==> config.mk <==
export PLATFORM = sky130hd
export DESIGN_NAME = fe_tx_encoder
export DESIGN_NICKNAME = d
export VERILOG_FILES = /design/src/rtl/fe_tx_pkg.sv /design/src/rtl/fe_tx_sym_map.sv /design/src/rtl/fe_tx_framer.sv /design/src/rtl/fe_tx_scrambler.sv /design/src/rtl/fe_tx_line_coder.sv /design/src/rtl/fe_tx_encoder.sv
export SDC_FILE = /design/constraint.sdc
export NUM_CORES = 1
export LEC_CHECK = 0
export ABC_AREA = 1
export BUFFER_PORTS_ARGS = -buffer_cell sky130_fd_sc_hd__buf_4
export CAP_MARGIN = 20
export CORE_MARGIN = 5
export CORE_UTILIZATION = 60
export DETAILED_ROUTE_END_ITERATION = 6
export GPL_ROUTABILITY_DRIVEN = 0
export PLACE_DENSITY = 0.81
export SLEW_MARGIN = 20
export SYNTH_ARGS = -nofsm -noshare
export SYNTH_HDL_FRONTEND = slang
export SYNTH_SLANG_ARGS = --single-unit
==> constraint.sdc <==
create_clock -name clk -period 4.5 [get_ports clk]
set_clock_uncertainty 0.2 [all_clocks]
set_input_delay 0.45 -clock clk [delete_from_list [all_inputs] [get_ports clk]]
set_output_delay 0.45 -clock clk [all_outputs]
set_load 0.005 [all_outputs]
==> src/rtl/fe_tx_pkg.sv <==
package fe_tx_pkg;
    localparam int SYM_W = 5;
    localparam int NIB_W = 4;

    typedef logic [SYM_W-1:0] sym_t;

    localparam sym_t SYM_IDLE = 5'b11111;
    localparam sym_t SYM_J    = 5'b11000;
    localparam sym_t SYM_K    = 5'b10001;
    localparam sym_t SYM_T    = 5'b01101;
    localparam sym_t SYM_R    = 5'b00111;
    localparam sym_t SYM_H    = 5'b00100;

    typedef enum logic [1:0] {
        LVL_ZERO = 2'b00,
        LVL_POS  = 2'b01,
        LVL_NEG  = 2'b11
    } lvl_e;

    typedef enum logic [1:0] {
        FR_IDLE,
        FR_K,
        FR_BODY,
        FR_R
    } frm_e;
endpackage

==> src/rtl/fe_tx_sym_map.sv <==
module fe_tx_sym_map
    import fe_tx_pkg::*;
(
    input  logic [NIB_W-1:0] nib,
    input  logic             err,
    output sym_t             sym
);
    sym_t data_sym;

    always_comb begin
        unique case (nib)
            4'h0: data_sym = 5'b11110;
            4'h1: data_sym = 5'b01001;
            4'h2: data_sym = 5'b10100;
            4'h3: data_sym = 5'b10101;
            4'h4: data_sym = 5'b01010;
            4'h5: data_sym = 5'b01011;
            4'h6: data_sym = 5'b01110;
            4'h7: data_sym = 5'b01111;
            4'h8: data_sym = 5'b10010;
            4'h9: data_sym = 5'b10011;
            4'hA: data_sym = 5'b10110;
            4'hB: data_sym = 5'b10111;
            4'hC: data_sym = 5'b11010;
            4'hD: data_sym = 5'b11011;
            4'hE: data_sym = 5'b11100;
            4'hF: data_sym = 5'b11101;
        endcase
    end

    assign sym = err ? SYM_H : data_sym;
endmodule

==> src/rtl/fe_tx_framer.sv <==
module fe_tx_framer
    import fe_tx_pkg::*;
(
    input  logic clk,
    input  logic rst_n,
    input  logic tx_en,
    input  logic tx_er,
    input  sym_t data_sym,
    output logic nib_take,
    output logic code_bit
);
    localparam int CNT_W = $clog2(SYM_W);

    typedef struct packed {
        logic [CNT_W-1:0] cnt;
        frm_e             st;
        sym_t             sh;
    } frm_s;

    frm_s frm_d, frm_q;
    logic tick;

    assign tick     = (frm_q.cnt == CNT_W'(SYM_W - 1));
    assign nib_take = tick;
    assign code_bit = frm_q.sh[SYM_W-1];

    always_comb begin
        frm_d = frm_q;
        if (tick) begin
            frm_d.cnt = '0;
            unique case (frm_q.st)
                FR_IDLE: begin
                    if (tx_en) begin
                        frm_d.sh = SYM_J;
                        frm_d.st = FR_K;
                    end else begin
                        frm_d.sh = SYM_IDLE;
                    end
                end
                FR_K: begin
                    if (tx_en) begin
                        frm_d.sh = SYM_K;
                        frm_d.st = FR_BODY;
                    end else begin
                        frm_d.sh = SYM_T;
                        frm_d.st = FR_R;
                    end
                end
                FR_BODY: begin
                    if (tx_en) begin
                        frm_d.sh = data_sym;
                    end else begin
                        frm_d.sh = SYM_T;
                        frm_d.st = FR_R;
                    end
                end
                FR_R: begin
                    frm_d.sh = SYM_R;
                    frm_d.st = FR_IDLE;
                end
            endcase
        end else begin
            frm_d.cnt = frm_q.cnt + CNT_W'(1);
            frm_d.sh  = {frm_q.sh[SYM_W-2:0], 1'b0};
        end
    end

    always_ff @(posedge clk or negedge rst_n) begin
        if (!rst_n) begin
            frm_q <= '{cnt: '0, st: FR_IDLE, sh: SYM_IDLE};
        end else begin
            frm_q <= frm_d;
        end
    end


    cnt_range_chk: assert property (@(posedge clk) disable iff (!rst_n)
        frm_q.cnt < CNT_W'(SYM_W));

    take_gap_chk: assert property (@(posedge clk) disable iff (!rst_n)
        nib_take |=> !nib_take);

    idle_fill_chk: assert property (@(posedge clk) disable iff (!rst_n)
        (nib_take && frm_q.st == FR_IDLE && !tx_en) |=> frm_q.sh == SYM_IDLE);

    start_j_chk: assert property (@(posedge clk) disable iff (!rst_n)
        (nib_take && frm_q.st == FR_IDLE && tx_en) |=> (frm_q.sh == SYM_J && frm_q.st == FR_K));

    end_r_chk: assert property (@(posedge clk) disable iff (!rst_n)
        (nib_take && frm_q.st == FR_R) |=> (frm_q.sh == SYM_R && frm_q.st == FR_IDLE));

    err_h_chk: assert property (@(posedge clk) disable iff (!rst_n)
        (nib_take && frm_q.st == FR_BODY && tx_en && tx_er) |=> frm_q.sh == SYM_H);
endmodule

==> src/rtl/fe_tx_scrambler.sv <==
module fe_tx_scrambler #(
    parameter int               LFSR_W   = 11,
    parameter int               LFSR_TAP = 9,
    parameter logic [LFSR_W-1:0] SEED    = '1
) (
    input  logic clk,
    input  logic rst_n,
    input  logic plain_bit,
    output logic scr_bit
);
    typedef struct packed {
        logic [LFSR_W-1:0] lfsr;
        logic              scr;
    } scr_s;

    scr_s scr_d, scr_q;

    always_comb begin
        scr_d      = scr_q;
        scr_d.lfsr = {scr_q.lfsr[LFSR_W-2:0], scr_q.lfsr[LFSR_W-1] ^ scr_q.lfsr[LFSR_TAP-1]};
        scr_d.scr  = plain_bit ^ scr_q.lfsr[LFSR_W-1];
    end

    always_ff @(posedge clk or negedge rst_n) begin
        if (!rst_n) begin
            scr_q <= '{lfsr: SEED, scr: 1'b0};
        end else begin
            scr_q <= scr_d;
        end
    end

    assign scr_bit = scr_q.scr;


    lfsr_live_chk: assert property (@(posedge clk) disable iff (!rst_n)
        scr_q.lfsr != '0);

    scr_apply_chk: assert property (@(posedge clk) disable iff (!rst_n)
        1'b1 |=> scr_q.scr == ($past(plain_bit) ^ $past(scr_q.lfsr[LFSR_W-1])));
endmodule

==> src/rtl/fe_tx_line_coder.sv <==
module fe_tx_line_coder
    import fe_tx_pkg::*;
(
    input  logic clk,
    input  logic rst_n,
    input  logic scr_bit,
    output lvl_e level
);
    typedef struct packed {
        logic       nrzi;
        logic       nrzi_prev;
        logic [1:0] ph;
    } lc_s;

    lc_s lc_d, lc_q;

    always_comb begin
        lc_d           = lc_q;
        lc_d.nrzi      = lc_q.nrzi ^ scr_bit;
        lc_d.nrzi_prev = lc_q.nrzi;
        lc_d.ph        = lc_q.ph + {1'b0, lc_q.nrzi ^ lc_q.nrzi_prev};
    end

    always_ff @(posedge clk or negedge rst_n) begin
        if (!rst_n) begin
            lc_q <= '0;
        end else begin
            lc_q <= lc_d;
        end
    end

    always_comb begin
        unique case (lc_q.ph)
            2'd1:    level = LVL_POS;
            2'd3:    level = LVL_NEG;
            default: level = LVL_ZERO;
        endcase
    end


    nrzi_toggle_chk: assert property (@(posedge clk) disable iff (!rst_n)
        $past(scr_bit) |-> (lc_q.nrzi != $past(lc_q.nrzi)));

    level_step_chk: assert property (@(posedge clk) disable iff (!rst_n)
        (level != $past(level)) |-> (level == LVL_ZERO || $past(level) == LVL_ZERO));

    level_cause_chk: assert property (@(posedge clk) disable iff (!rst_n)
        (level != $past(level)) |-> ($past(lc_q.nrzi) != $past(lc_q.nrzi_prev)));
endmodule

==> src/rtl/fe_tx_encoder.sv <==
module fe_tx_encoder
    import fe_tx_pkg::*;
#(
    parameter int                LFSR_W   = 11,
    parameter int                LFSR_TAP = 9,
    parameter logic [LFSR_W-1:0] SEED     = '1
) (
    input  logic             clk,
    input  logic             rst_n,
    input  logic             tx_en,
    input  logic             tx_er,
    input  logic [NIB_W-1:0] tx_nib,
    output logic             nib_take,
    output logic [1:0]       line_level
);
    sym_t data_sym;
    logic code_bit;
    logic scr_bit;
    lvl_e level;

    fe_tx_sym_map u_map (
        .nib (tx_nib),
        .err (tx_er),
        .sym (data_sym)
    );

    fe_tx_framer u_framer (
        .clk      (clk),
        .rst_n    (rst_n),
        .tx_en    (tx_en),
        .tx_er    (tx_er),
        .data_sym (data_sym),
        .nib_take (nib_take),
        .code_bit (code_bit)
    );

    fe_tx_scrambler #(
        .LFSR_W   (LFSR_W),
        .LFSR_TAP (LFSR_TAP),
        .SEED     (SEED)
    ) u_scr (
        .clk       (clk),
        .rst_n     (rst_n),
        .plain_bit (code_bit),
        .scr_bit   (scr_bit)
    );

    fe_tx_line_coder u_line (
        .clk     (clk),
        .rst_n   (rst_n),
        .scr_bit (scr_bit),
        .level   (level)
    );

    assign line_level = level;


    reset_level_chk: assert property (@(posedge clk)
        !rst_n |-> (line_level == 2'b00 && !nib_take));
endmodule

==> flow_summary.ini, run 1 <==
[global_routing]
antenna_found_initial = 0
grt.overflow.total = 0
met2_usage = 0.236
grt_max_degree = 27
gr-usage-met1 = 0.190
gr-max-usage-layer = met2
gr-usage-all-layers = 0.146
grt_pass1_vias = 654
grt_pass1_wl_microns = 2880
grt_util_met3 = 0.0256

[power_and_ir_drop]
power_density_nw_per_um2 = 547
leakage_nw = 0.616
p_total_mw = 0.684
ir_worst_vdd_mv = 0.439

[sta]
setup_viol = 0
period_needed_ns = 2.18
max_freq_ghz = 0.458
slew_viol_final = 0
worst_slew_pin_slew_ns = 0.301
timing.final.crit_share = 0.485
rsz0062_at_grt = false
fin_tns_setup_ns = 0
relSlewSlack = 0.799
fin_hold_ws_ns = 0.165
hold_viol_final = 0
worst_slack_ns = 2.32

[run_status]
status = finished clean

[synth]
ys_ff_latch = 26
synth-seq-area-share = 0.619
syn-num-nets = 117
synth.cell_area_sq_um = 1080
avgSynthCellArea_sq_um = 10.6
yosysUniqueCellTypes = 19
syn_inst = 102
yosys_warnings = 0

[route]
drt_iter0_drc = 33
wl_microns = 1710
drt-wirelength-per-cell_microns = 12.1
viasPerCell = 4.94
ant_nets = 0
drtPass1Iterations = 4
dr_total_vias = 696
drc = 0

[floorplanning]
die_area_sq_um = 2760
num_rows = 15
die_w_microns = 52.5
chipHeight_microns = 52.5
core_area_sq_um = 1730
ios = 11
start_util = 0.628

[place]
dp_hpwl_microns = 1230
port_buffers = 10
pre_cts_ws_ns = 2.72

[clock_tree]
path_clk_slew_ns = 0.14
clock_latency_ns = 0.31
root_buffer = clkbuf_4
cts_made_buffers = 3
cts_sinks = 26
cts_tree = yes
htree_levels = 1
cts_setup_buffers = 0
clockBufferDepth = 2
cts_resized = 0

[finish]
layout.nets = 132
layout-drive-gt1-share = 0.302
filler_cell_count = 121
areaGrowthSynthToFinish_pct = 15.2
antenna_cells = 0

[critical_path]
worstPathMaxFanout = 8
worst_ep_required_time_ns = 3.85
arrival_ns = 1.53
critPathKind = reg2out
worstSetupEndpointType = primary output
start_kind = register

[job]
max_cap_violations = 0

[min_path]
min_path_type = reg2reg
## placed cells by master, fill, tap and decap left out, drive strengths merged, types with 3 or more instances in the layout
| cell type | n |
|---|---|
| dfrtp | 10 |
| buf | 10 |
| nor2 | 15 |
| nand2 | 14 |
| dfstp | 16 |
| xor2 | 5 |
| clkbuf | 3 |
| ha | 7 |
| nand3 | 3 |
| a21oi | 9 |
| inv | 12 |
| o21ai | 6 |
## state kept, by name, indices dropped and copies added (netlist names)
name	cells
u_scr.scr_q	1
u_framer.frm_q	9
u_scr.scr_bit	1
u_framer.code_bit	1
u_line.lc_d	1
u_line.lc_q	3
u_scr.scr_d	10
## worst paths after layout
kind	start	end	slack (ns)	cells after the start
setup / recovery	u_framer.frm_q[7]$_DFF_PN0_	nib_take	2.32	5
hold / removal	u_scr.scr_d[2]$_DFF_PN1_	u_scr.scr_d[3]$_DFF_PN1_	0.16	0
hold reg to reg	u_scr.scr_d[2]$_DFF_PN1_	u_scr.scr_d[3]$_DFF_PN1_	0.16	0
min in group asynchronous	rst_n	u_framer.frm_q[9]$_DFF_PN0_	0.35	2
max in group asynchronous	rst_n	u_framer.code_bit$_DFF_PN1_	3.46	2
setup reg to reg	u_framer.frm_q[5]$_DFFE_PN0P_	u_framer.frm_q[5]$_DFFE_PN0P_	2.78	8
## area by class of cell
class                      instances  area (sq um)  area share
inverter                          13          48.8      0.0391
multi-input combinational         62           360       0.289
timing repair buffer              11          85.1      0.0681
tap                               25          31.3      0.0251
sequential                        26           671       0.537
clock buffer                       3          22.5      0.0180
clock inverter                     1          30.0      0.0240
## logic make-up after synthesis
family,share of synthesized area
AOI/OAI and AO/OA,0.0751
adders and majority gates,0.0808
xor gates and xnor gates,0.0485
buffers and inverters,0.0485
and+or+nand+nor,0.128
DFF,0.619
## Yosys cell counts
library cell  instances  share of area
a21oi_1               9          0.042
a31oi_1               1         0.0058
clkbuf_1              1         0.0035
clkinv_1              1         0.0035
dfrtp_1              10           0.23
dfstp_2              16           0.39
ha_1                  7          0.081
inv_1                11          0.038
inv_2                 1         0.0035
nand2_1              13          0.045
nand2_2               1         0.0058
nand3_1               3          0.014
nor2_1               12          0.042
nor2_2                3          0.017
nor3_1                1         0.0046
o21ai_0               4          0.018
o21ai_1               2         0.0092
xnor2_1               1         0.0081
xor2_1                5          0.040
## routing by layer
layer,up-vias,wire length (microns)
met3,2,69
met5,-,0
met1,331,770
li1,347,-
met2,16,850
met4,0,18
## worst max-delay path, cell delays in order, from the launching register on
cell and delay (ns):
dfrtp_1 0.40, inv_1 0.05, ha_1 0.18, nand2_1 0.13, clkinv_1 0.24, buf_4 0.21
## per-stage QoR
step	cell area, sq um	utilization	std cells
detailed placement	1190	0.687	136
global placement	1190	0.687	136
finish	1250	0.723	141
global route	1250	0.723	141
CTS	1250	0.723	141
floorplan	1080	-	102
## power breakdown
part	internal (mW)	switching (mW)	total (mW)	leakage, nW
sequential	0.282	0.0271	0.309	0.286
combinational	0.0954	0.125	0.220	0.302
clock	0.0900	0.0646	0.155	0.0279
total	0.467	0.216	0.684	0.616
## timing repair
action,4_1_cts,5_1_grt
hold buffers,1,0
hold endpoints to repair,10,0
endpoints found under the setup margin,0,0
(Power assumes the default switching activity.)
==> run 2, diff against run 1 <==
--- a/config.mk
+++ b/config.mk
@@ -5,14 +5,14 @@
 export SDC_FILE = /design/constraint.sdc
 export NUM_CORES = 1
 export LEC_CHECK = 0
-export ABC_AREA = 1
+export ABC_AREA = 0
 export BUFFER_PORTS_ARGS = -buffer_cell sky130_fd_sc_hd__buf_4
 export CAP_MARGIN = 20
 export CORE_MARGIN = 5
-export CORE_UTILIZATION = 60
+export CORE_UTILIZATION = 50
 export DETAILED_ROUTE_END_ITERATION = 6
 export GPL_ROUTABILITY_DRIVEN = 0
-export PLACE_DENSITY = 0.81
+export PLACE_DENSITY = 0.72
 export SLEW_MARGIN = 20
 export SYNTH_ARGS = -nofsm -noshare
 export SYNTH_HDL_FRONTEND = slang
==> constraint.sdc (replaced) <==
create_clock -name clk -period 2 [get_ports clk]
set_clock_uncertainty 0.2 [all_clocks]
set_input_delay 0.2 -clock clk [delete_from_list [all_inputs] [get_ports clk]]
set_output_delay 0.2 -clock clk [all_outputs]
set_load 0.005 [all_outputs]
==> flow_summary.ini, run 2 <==
[run_status]
status = finished clean

[sta]
relSlewSlack = 0.795
period_needed_ns = 1.88
slew_viol_final = 0
fin_tns_setup_ns = 0
setup_viol = 0
max_freq_ghz = 0.531
timing.final.crit_share = 0.941
hold_viol_final = 0
worst_slew_pin_slew_ns = 0.306

[clock_tree]
path_clk_slew_ns = 0.14
cts_tree = yes
clock_latency_ns = 0.31
clockBufferDepth = 2
cts_sinks = 26
htree_levels = 1
root_buffer = clkbuf_4
cts_made_buffers = 3

[floorplanning]
die_area_sq_um = 3200
start_util = 0.536
ios = 11
num_rows = 16
die_w_microns = 56.6
core_area_sq_um = 2020
chipHeight_microns = 56.6

[finish]
postLayoutCoreUtil = 0.628
largest_register_ffs = 10
layout.nets = 124
final_common_cell = dfstp_2
multi_input_area_sq_um = 372
antenna_cells = 0
layout-drive-gt1-share = 0.352
filler_cell_count = 163
layout_common_cells = dfstp_2 (16), buf_4 (13), dfrtp_1 (10)
areaGrowthSynthToFinish_pct = 17.2
regArea_sq_um = 671

[critical_path]
r2r_start = u_framer.frm_q[5]$_DFFE_PN0P_
arrival_ns = 1.89
worstPathMaxFanout = 9
critPathKind = reg2reg
start_kind = register
cpPeakStageDelay_ns = 0.43
cp_slowest_cell = dfrtp_1
crit_start = u_framer.frm_q[5]$_DFFE_PN0P_
path_cells = inv_1, ha_1, nor2b_1, a211oi_2, a22oi_1, o22a_1
worstSetupEndpointType = register
worst_ep_required_time_ns = 2.01

[synth]
yosysUniqueCellTypes = 26
synth-seq-area-share = 0.619
syn-num-nets = 107
synth_edf_count = 0
synth_top_area_share = 0.388
netlist_top_cells_area = dfstp_2 (39%), dfrtp_1 (23%), ha_1 (8.1%)
ys_dominant_reg_cell = dfstp_2
synth.cell_area_sq_um = 1080
avgSynthCellArea_sq_um = 11.8
yosys-top-cells-count = dfstp_2 (16), dfrtp_1 (10), inv_1 (8)
async_flop_share = 1.00
syn_inst = 92
synth_area_leader_cell = dfstp_2
ys_ff_latch = 26
yosys_warnings = 0
synthMostInstantiatedCell = dfstp_2

[route]
viasPerCell = 4.88
drt_iter0_drc = 13
drtPass1Iterations = 4
drc = 0
dr_total_vias = 659
ant_nets = 0
drt-wirelength-per-cell_microns = 13.4
wl_microns = 1800

[global_routing]
grt_pass1_vias = 671
grt_max_degree = 27
antenna_found_initial = 0
grt_pass1_wl_microns = 3150
grt.overflow.total = 0
gr-usage-all-layers = 0.126

[power_and_ir_drop]
p_comb_frac = 0.311
p_sw_mw = 0.439
power_density_nw_per_um2 = 1180
ir_worst_vdd_mv = 0.636
clockPowerShare = 0.234
leakage_nw = 0.587
seqPwrFrac = 0.455
p_int_mw = 1.06
p_total_mw = 1.49
p_sw_frac = 0.294

[job]
max_cap_violations = 0

[min_path]
min_path_type = in2reg
min-delay-start = tx_er

[place]
port_buffers = 10
dp_hpwl_microns = 1300
==> run 2: worst paths after layout <==
check                      cells after the start  slack [ns]                       endpoint
setup / recovery                               6        0.12  u_framer.frm_q[5]$_DFFE_PN0P_
hold / removal                                 4        0.02    u_framer.frm_q[0]$_DFF_PN1_
setup reg to reg                               6        0.12  u_framer.frm_q[5]$_DFFE_PN0P_
hold reg to reg                                0        0.17      u_scr.scr_q[11]$_DFF_PN1_
max in group asynchronous                      2        1.20       u_scr.scr_d[4]$_DFF_PN1_
min in group asynchronous                      2        0.11    u_framer.frm_q[9]$_DFF_PN0_
==> run 2: per-layer routing <==
metal / vias up / wire [microns] / track usage
li1: 341 / - / -
met1: 307 / 843 / 0.166
met2: 9 / 884 / 0.208
met3: 2 / 63 / 0.0298
met4: 0 / 12 / 0.0305
met5: - / 0 / 0
==> run 2: timing repair <==
item / in CTS / in global routing
hold endpoints to repair: 26 / 0
hold buffers: 1 / 0
buffers inserted: 0 / 2
setup endpoints to repair: 0 / 2
resized for setup: 0 / 1
==> run 2: per-stage QoR <==
step                      hold WS [ns]  cell area (sq um)  std cells  setup slack (ns)
after global routing            0.0314               1270        135         -0.000587
after CTS                       0.0225               1250        133            0.0813
after global placement         -0.0911               1190        128             0.264
after floorplan                 -0.296               1080         92             0.250
after detailed placement       -0.0817               1190        128             0.142
final                           0.0244               1270        135             0.118
==> run 2: area by class of cell <==
cell class                      count  area share
Tap cell                           27      0.0266
Clock inverter                      1      0.0236
Inverter                            9      0.0266
Timing Repair Buffer               14      0.0847
Sequential cell                    26       0.528
Multi-Input combinational cell     55       0.293
Clock buffer                        3      0.0177
==> run 2: kinds of logic after synthesis <==
logic type               after synthesis  synth area share
AO/OA/AOI/OAI                         20             0.118
XOR/XNOR                               5            0.0404
adder cells (fa/ha/maj)                7            0.0808
buffers and inverters                 11            0.0381
flip-flops                            26             0.619
multiplexers                           1            0.0104
AND/OR/NAND/NOR                       22            0.0935
==> run 2: worst max-delay path: cells and delay by family, from the launching register on <==
kind            cells  cell delay, ns
compound gates      3            0.56
flops               1            0.43
fa+ha+maj           1            0.31
simple gates        1            0.18
buf+inv             1            0.10
==> run 2: power groups by stage <==
stage | Combinational [mW] | Sequential (mW) | Clock [mW]
after CTS | 0.446 | 0.681 | 0.362
after global routing | 0.529 | 0.691 | 0.385
after detailed placement | 0.440 | 0.691 | 0
after floorplan | 0.314 | 0.677 | 0
after global placement | 0.408 | 0.682 | 0
final | 0.464 | 0.680 | 0.350
